[src/rtl/dmac_pkg.sv]
package dmac_pkg;
   localparam int GO_BIT     = 24;  // start request in a channel control word
   localparam int EN_FIRST   = 3;   // enable bit of channel 0 in the enable word
   localparam int EN_STEP    = 4;   // spacing of enable bits between channels
   localparam int MISC_W     = 6;   // plain writable low bits of the interrupt word
   localparam int BERR_BIT   = 15;
   localparam int DEN_LO     = 16;  // per-channel completion enables
   localparam int GEN_BIT    = 23;
   localparam int FLAG_LO    = 24;  // per-channel completion flags
   localparam int MASTER_BIT = 31;
   localparam int MAX_CH     = 7;

   function automatic logic [31:0] irq_write_mask(input int nch);
      logic [31:0] m;
      m = '0;
      for (int i = 0; i < MISC_W; i++) m[i] = 1'b1;
      m[BERR_BIT] = 1'b1;
      for (int i = 0; i < nch; i++) m[DEN_LO + i] = 1'b1;
      m[GEN_BIT] = 1'b1;
      return m;
   endfunction

   function automatic logic [31:0] irq_flag_mask(input int nch);
      logic [31:0] m;
      m = '0;
      for (int i = 0; i < nch; i++) m[FLAG_LO + i] = 1'b1;
      return m;
   endfunction
endpackage

[src/rtl/dmac_chan_regs.sv]
module dmac_chan_regs
   import dmac_pkg::*;
#(
   parameter int NCH       = 7,
   parameter int DW        = 32,
   parameter int AW        = 8,
   parameter int CH_BASE   = 'h80,
   parameter int CH_STRIDE = 'h10
) (
   input  logic          clk,
   input  logic          rst_n,
   input  logic          we,
   input  logic [AW-1:0] addr,
   input  logic [DW-1:0] wdata,
   input  logic [NCH-1:0] en_go,
   input  logic [NCH-1:0] ch_done,
   output logic [DW-1:0] addr_q [NCH],
   output logic [DW-1:0] cnt_q  [NCH],
   output logic [DW-1:0] ctl_q  [NCH],
   output logic [NCH-1:0] ch_start
);
   localparam int OFS_CNT = 4;
   localparam int OFS_CTL = 8;

   for (genvar n = 0; n < NCH; n++) begin : g_ch
      localparam logic [AW-1:0] A_ADR = AW'(CH_BASE + n * CH_STRIDE);
      localparam logic [AW-1:0] A_CNT = AW'(CH_BASE + n * CH_STRIDE + OFS_CNT);
      localparam logic [AW-1:0] A_CTL = AW'(CH_BASE + n * CH_STRIDE + OFS_CTL);

      logic hit_adr, hit_cnt, hit_ctl;
      assign hit_adr = we && (addr == A_ADR);
      assign hit_cnt = we && (addr == A_CNT);
      assign hit_ctl = we && (addr == A_CTL);

      always_ff @(posedge clk) begin
         if (!rst_n) begin
            addr_q[n]   <= '0;
            cnt_q[n]    <= '0;
            ctl_q[n]    <= '0;
            ch_start[n] <= 1'b0;
         end else begin
            if (hit_adr) addr_q[n] <= wdata;
            if (hit_cnt) cnt_q[n]  <= wdata;
            if (hit_ctl)
               ctl_q[n] <= wdata;
            else if (ch_done[n])
               ctl_q[n][GO_BIT] <= 1'b0;
            ch_start[n] <= hit_ctl && wdata[GO_BIT] && en_go[n];
         end
      end
   end
endmodule

[src/rtl/dmac_irq_unit.sv]
module dmac_irq_unit
   import dmac_pkg::*;
#(
   parameter int NCH = 7,
   parameter int DW  = 32
) (
   input  logic           clk,
   input  logic           rst_n,
   input  logic           we_irq,
   input  logic [DW-1:0]  wdata,
   input  logic [NCH-1:0] ch_done,
   input  logic           bus_err,
   output logic [DW-1:0]  irq_q,
   output logic           irq_pulse
);
   localparam logic [31:0] WMASK = irq_write_mask(NCH);
   localparam logic [31:0] FMASK = irq_flag_mask(NCH);

   logic [DW-1:0] staged;
   logic          cond;

   always_comb begin
      staged = irq_q;
      staged[MASTER_BIT] = 1'b0;
      if (we_irq)
         staged = (wdata & WMASK) | (irq_q & ~wdata & FMASK);
      for (int n = 0; n < NCH; n++)
         if (ch_done[n] && staged[DEN_LO + n])
            staged[FLAG_LO + n] = 1'b1;
      if (bus_err)
         staged[BERR_BIT] = 1'b1;
      cond = staged[BERR_BIT] | (staged[GEN_BIT] & (|(staged & FMASK)));
   end

   always_ff @(posedge clk) begin
      if (!rst_n) begin
         irq_q     <= '0;
         irq_pulse <= 1'b0;
      end else begin
         irq_q             <= staged;
         irq_q[MASTER_BIT] <= cond;
         irq_pulse         <= cond & ~irq_q[MASTER_BIT];
      end
   end
endmodule

[src/rtl/dmac_read_mux.sv]
module dmac_read_mux #(
   parameter int NCH       = 7,
   parameter int DW        = 32,
   parameter int AW        = 8,
   parameter int CH_BASE   = 'h80,
   parameter int CH_STRIDE = 'h10,
   parameter int EN_ADDR   = 'hF0,
   parameter int IRQ_ADDR  = 'hF4
) (
   input  logic [AW-1:0] addr,
   input  logic [DW-1:0] addr_q [NCH],
   input  logic [DW-1:0] cnt_q  [NCH],
   input  logic [DW-1:0] ctl_q  [NCH],
   input  logic [DW-1:0] en_q,
   input  logic [DW-1:0] irq_q,
   output logic [DW-1:0] rdata
);
   logic [DW-1:0] part [NCH+1];

   assign part[0] = ((addr == AW'(EN_ADDR))  ? en_q  : '0)
                  | ((addr == AW'(IRQ_ADDR)) ? irq_q : '0);

   for (genvar n = 0; n < NCH; n++) begin : g_rd
      localparam logic [AW-1:0] A_ADR = AW'(CH_BASE + n * CH_STRIDE);
      localparam logic [AW-1:0] A_CNT = AW'(CH_BASE + n * CH_STRIDE + 4);
      localparam logic [AW-1:0] A_CTL = AW'(CH_BASE + n * CH_STRIDE + 8);
      assign part[n+1] = part[n]
                       | ((addr == A_ADR) ? addr_q[n] : '0)
                       | ((addr == A_CNT) ? cnt_q[n]  : '0)
                       | ((addr == A_CTL) ? ctl_q[n]  : '0);
   end

   assign rdata = part[NCH];
endmodule

[src/rtl/dmac_start_irq.sv]
module dmac_start_irq
   import dmac_pkg::*;
#(
   parameter int NCH       = 7,
   parameter int DW        = 32,
   parameter int AW        = 8,
   parameter int CH_BASE   = 'h80,
   parameter int CH_STRIDE = 'h10,
   parameter int EN_ADDR   = 'hF0,
   parameter int IRQ_ADDR  = 'hF4
) (
   input  logic           clk,
   input  logic           rst_n,
   input  logic           reg_we,
   input  logic [AW-1:0]  reg_addr,
   input  logic [DW-1:0]  reg_wdata,
   output logic [DW-1:0]  reg_rdata,
   input  logic [NCH-1:0] ch_done,
   input  logic           bus_err,
   output logic [NCH-1:0] ch_start,
   output logic           irq_pulse
);
   if (NCH < 1 || NCH > MAX_CH) begin : g_bad_nch
      $error("dmac_start_irq: NCH must be 1..7");
   end
   if (DW != 32) begin : g_bad_dw
      $error("dmac_start_irq: DW must be 32");
   end
   if (CH_BASE + NCH * CH_STRIDE > EN_ADDR || CH_STRIDE < 12) begin : g_bad_map
      $error("dmac_start_irq: channel window overlaps shared registers");
   end
   if (IRQ_ADDR >= (1 << AW) || EN_ADDR == IRQ_ADDR) begin : g_bad_addr
      $error("dmac_start_irq: shared register offsets invalid");
   end

   logic [DW-1:0]  addr_q [NCH];
   logic [DW-1:0]  cnt_q  [NCH];
   logic [DW-1:0]  ctl_q  [NCH];
   logic [DW-1:0]  en_q;
   logic [DW-1:0]  irq_q;
   logic [NCH-1:0] en_go;
   logic [NCH-1:0] go_vec;

   always_ff @(posedge clk) begin
      if (!rst_n)
         en_q <= '0;
      else if (reg_we && reg_addr == AW'(EN_ADDR))
         en_q <= reg_wdata;
   end

   for (genvar n = 0; n < NCH; n++) begin : g_map
      assign en_go[n]  = en_q[EN_FIRST + EN_STEP * n];
      assign go_vec[n] = ctl_q[n][GO_BIT];
   end

   dmac_chan_regs #(
      .NCH(NCH), .DW(DW), .AW(AW), .CH_BASE(CH_BASE), .CH_STRIDE(CH_STRIDE)
   ) u_chan (
      .clk      (clk),
      .rst_n    (rst_n),
      .we       (reg_we),
      .addr     (reg_addr),
      .wdata    (reg_wdata),
      .en_go    (en_go),
      .ch_done  (ch_done),
      .addr_q   (addr_q),
      .cnt_q    (cnt_q),
      .ctl_q    (ctl_q),
      .ch_start (ch_start)
   );

   dmac_irq_unit #(.NCH(NCH), .DW(DW)) u_irq (
      .clk       (clk),
      .rst_n     (rst_n),
      .we_irq    (reg_we && reg_addr == AW'(IRQ_ADDR)),
      .wdata     (reg_wdata),
      .ch_done   (ch_done),
      .bus_err   (bus_err),
      .irq_q     (irq_q),
      .irq_pulse (irq_pulse)
   );

   dmac_read_mux #(
      .NCH(NCH), .DW(DW), .AW(AW), .CH_BASE(CH_BASE), .CH_STRIDE(CH_STRIDE),
      .EN_ADDR(EN_ADDR), .IRQ_ADDR(IRQ_ADDR)
   ) u_rd (
      .addr   (reg_addr),
      .addr_q (addr_q),
      .cnt_q  (cnt_q),
      .ctl_q  (ctl_q),
      .en_q   (en_q),
      .irq_q  (irq_q),
      .rdata  (reg_rdata)
   );
endmodule

[config.mk]
export PLATFORM = sky130hd
export DESIGN_NAME = dmac_start_irq
export DESIGN_NICKNAME = d
export VERILOG_FILES = /design/src/rtl/dmac_pkg.sv /design/src/rtl/dmac_chan_regs.sv /design/src/rtl/dmac_irq_unit.sv /design/src/rtl/dmac_read_mux.sv /design/src/rtl/dmac_start_irq.sv
export SDC_FILE = /design/constraint.sdc
export NUM_CORES = 2
export LEC_CHECK = 0
export BUFFER_PORTS_ARGS = -buffer_cell sky130_fd_sc_hd__buf_2
export CAP_MARGIN = 20
export CORE_MARGIN = 1.5
export CORE_UTILIZATION = 40
export CTS_BUF_LIST = sky130_fd_sc_hd__clkbuf_4 sky130_fd_sc_hd__clkbuf_8
export CTS_CLUSTER_DIAMETER = 60
export CTS_CLUSTER_SIZE = 16
export DETAILED_ROUTE_END_ITERATION = 6
export HOLD_SLACK_MARGIN = 0.02
export PLACE_DENSITY = 0.56
export SLEW_MARGIN = 20
export SYNTH_ARGS = -nofsm -noshare
export SYNTH_HDL_FRONTEND = slang
export SYNTH_SLANG_ARGS = --single-unit
[constraint.sdc]
create_clock -name clk -period 3.9 [get_ports clk]
set_input_delay 0.39 -clock clk [delete_from_list [all_inputs] [get_ports clk]]
set_output_delay 0.39 -clock clk [all_outputs]
set_load 0.05 [all_outputs]
==> summary.md <==
| Metric | Value |
|---|---|
| Max-cap violations | `0` |
| Worst hold path type | `input port to flop` |
| Clock Skew | `roughly 0.016 ns` |
| # H-tree levels | `2` |
| Row count | `100` |
| # DRC | `2` |
| Final Util | `between 40% and 50%` |
| Worst EP required | `~3.5 ns` |
| Worst slew pin tran | `0.987 ns` |
| Final #Nets | `roughly 4k` |
| Worst-path clk slew | `about 0.11 ns` |
| Ys flop type | `dfxtp_1` |
| Syn Nets | `~4k` |
| GPL Wtd Cong | `0.932` |
| Area Growth Syn to Fin | `10.7%` |
| DP Worst Slack | `about 0.46 ns` |
| Netlist cell types | `53` |
| Power Total | `12.9 mW` |
| Layout cells sized above 1 | `between 10% and 20%` |
| Via density | `~6.1` |
| Detail Route Antenna Nets | `0` |
| Buffers added on ports | `90` |
| Top Ports | `approximately 90` |
| Post-cts resize count | `0` |
| First-pass GRT wire length | `just under 200000 um` |
| Startpoint Class | `input port` |
| CTS buffer count | `just under 60` |
| Die height | `around 280 um` |
| Initial DRT Pass Iterations | `7` |
| Antenna violations before repair | `6` |
| Final setup viols | `0` |
| Avg WL per Cell | `roughly 28 um` |
| Register bit total from synthesis | `735` |
| Cell area after synthesis | `around 30000 um2` |
| Failing checks | `design-rule violations` |
| Synth area leaders | `dfxtp_1 48%, nand2_1 19%, a21oi_1 13%, a22oi_1 4.5%, clkbuf_1 3.5%` |
| Leakage | `between 10 and 15 nW` |
| DP Wirelength | `82700 um` |
| Root Driver | `clkbuf_8` |
| Chip width | `279 um` |
| Drt initial violations | `roughly 4.8k` |
| Status | `complete, but fails checks` |
| Syn Area/Cell | `7.57 um2` |
| Post-synth EDFFs | `0` |
| CTS tree | `done` |
| Setup tns final | `0 ns` |
| Power density over the cells | `~380 nW/um2` |
| Number of global-route vias before repair | `27.3k` |
| CTS sink count | `~740` |
| Fin crit share | `between 90% and 100%` |
| Setup ws final | `about 0.35 ns` |
| Minimum clock period | `between 3 and 4 ns` |
| Remaining global-route overflow | `0` |
| Synth Instances | `about 4k` |
| # fillers | `around 7.6k` |
| Post-DP Area | `32400 um2` |
| Max-slew violations | `0` |
| Clock latency on the worst-skew pair | `between 0.7 and 0.8 ns` |
| Slew headroom | `between 30% and 40%` |
| Peak VDD IR | `about 0.00025 V` |
| Clock buffer depth | `3` |
| Max Fanout on Critical Path | `29` |
| Final wirelength | `between 100000 and 150000 um` |
| Post-Layout Inst Area | `33700 um2` |
| Full die area | `77700 um2` |
| Ys async rst share | `0%` |
| Largest net degree at the start of global routing | `153` |
| Cell taking the most area after synthesis | `dfxtp_1` |
| YS warnings | `0` |
| Max Fclk | `roughly 0.28 GHz` |
| Hold Fails Final Rpt | `0` |
| Arr. time, crit path | `around 3.2 ns` |
| Top cell type's share of synthesized area | `48.4%` |
| WS Path Type | `input port to primary output` |
| Global-route total usage across every layer | `between 30% and 40%` |
| Core area | `around 75000 um2` |
| Routed vias | `around 30k` |
| Crit path capture type | `primary output` |
| Starting density of the core | `about two fifths` |
| Post-synthesis sequential area ratio | `48.4%` |
| RSZ-0062 raised after global routing | `false` |
[per-stage QoR]
stage / hold WS [ns] / instances
4_1_cts: 0.0249 / 4954
6_report: 0.0902 / 4957
3_5_place_dp: 0.446 / 4849
2_1_floorplan: 0.401 / 4017
3_3_place_gp: 0.440 / 4849
5_1_grt: 0.0874 / 4956
[cells in the final DEF, fill, tap and decap left out, types with 37 or more instances in the layout]
cell,instances
nand2_1,1482
a21oi_1,761
dfxtp_1,735
a22oi_1,183
buf_4,130
buf_2,86
clkbuf_8,67
a31oi_1,43
o21ai_0,40
mux2i_1,37
[critical path, cell delays in order]
cell	delay, ns
buf_4	0.39
buf_4	0.38
and4_2	0.71
buf_4	0.32
buf_4	0.18
a22oi_1	0.07
a31oi_1	0.17
or3_1	0.20
buf_2	0.29
[cells by family after synthesis]
logic type / synth area share (%)
flops: 48.4
mux: 2.25
buf+inv: 5.20
compound gates: 22.7
simple gates: 21.5
[sequential cells by signal (all words and copies together) (netlist names)]
name             cells
u_chan.addr_q      224
u_irq.irq_q         23
u_chan.ch_start      7
u_irq.irq_pulse      1
u_chan.ctl_q       224
en_q                32
u_chan.cnt_q       224
[synth_stat cells (2+ instances only)]
library cell / instances
clkbuf_1: 283
clkinv_1: 2
nand2b_1: 3
a32oi_1: 2
o31ai_1: 2
buf_2: 88
mux4_2: 9
dfxtp_1: 735
o22a_1: 3
nor2_1: 54
or4_1: 4
nor3_1: 17
o32ai_1: 5
and2_1: 9
o21ai_0: 40
nand3b_1: 8
a22oi_1: 183
nand2_1: 1505
and2_0: 2
a31oi_1: 43
o22ai_1: 6
a222oi_1: 36
mux2i_1: 37
and3_1: 10
o211ai_1: 6
or3_1: 10
nand4_1: 12
a22o_1: 19
nor3_2: 2
inv_1: 8
buf_1: 11
nor2b_1: 5
a211o_1: 2
a221o_1: 7
a221oi_1: 27
a211oi_1: 2
a32o_1: 7
a41oi_1: 8
mux2_2: 10
nand3_1: 20
a21oi_1: 761
o221ai_1: 2
nor4_2: 2
[power breakdown]
part | switching (mW) | total, mW | leakage [nW] | internal (mW)
registers | 0.00817 | 7.52 | 5.92 | 7.51
clock network | 2.77 | 4.64 | 0.641 | 1.87
logic | 0.590 | 0.720 | 3.85 | 0.130
[area by class of cell]
| class | count | area (um2) | share of cell area, % |
|---|---|---|---|
| tap | 969 | 1210 | 3.60 |
| antenna | 3 | 7.51 | 0.0223 |
| inverter | 10 | 45.0 | 0.134 |
| clock inverter | 16 | 176 | 0.524 |
| clock buffer | 82 | 1030 | 3.07 |
| multi-input combinational | 2890 | 14400 | 42.8 |
| timing repair buffer | 252 | 2060 | 6.11 |
| sequential | 735 | 14700 | 43.7 |
[worst paths after layout]
check	cells past startpoint	start	to	slack, ns
setup / recovery	9	reg_addr[4]	reg_rdata[25]	0.35
hold / removal	3	ch_done[1]	u_chan.ctl_q[184]	0.09
setup reg to reg	5	u_irq.irq_q[30]	u_irq.irq_pulse	2.46
hold reg to reg	2	u_chan.ctl_q[150]	u_chan.ctl_q[150]	0.46
[metal layers]
metal	routed length [um]	part of all wire, %	global-route usage [%]
met1	56800	41	48.5
met5	35	0.025	0
met3	15500	11	6.18
met2	58900	42	51.7
met4	7330	5.3	16.0
[repair_timing]
| item | in CTS | in global routing |
|---|---|---|
| endpoints found under the hold margin | 7 | 0 |
| setup buffers | 0 | 0 |
| setup endpoints to repair | 0 | 0 |
| hold buffers | 7 | 0 |
(Power assumes the default switching activity.)
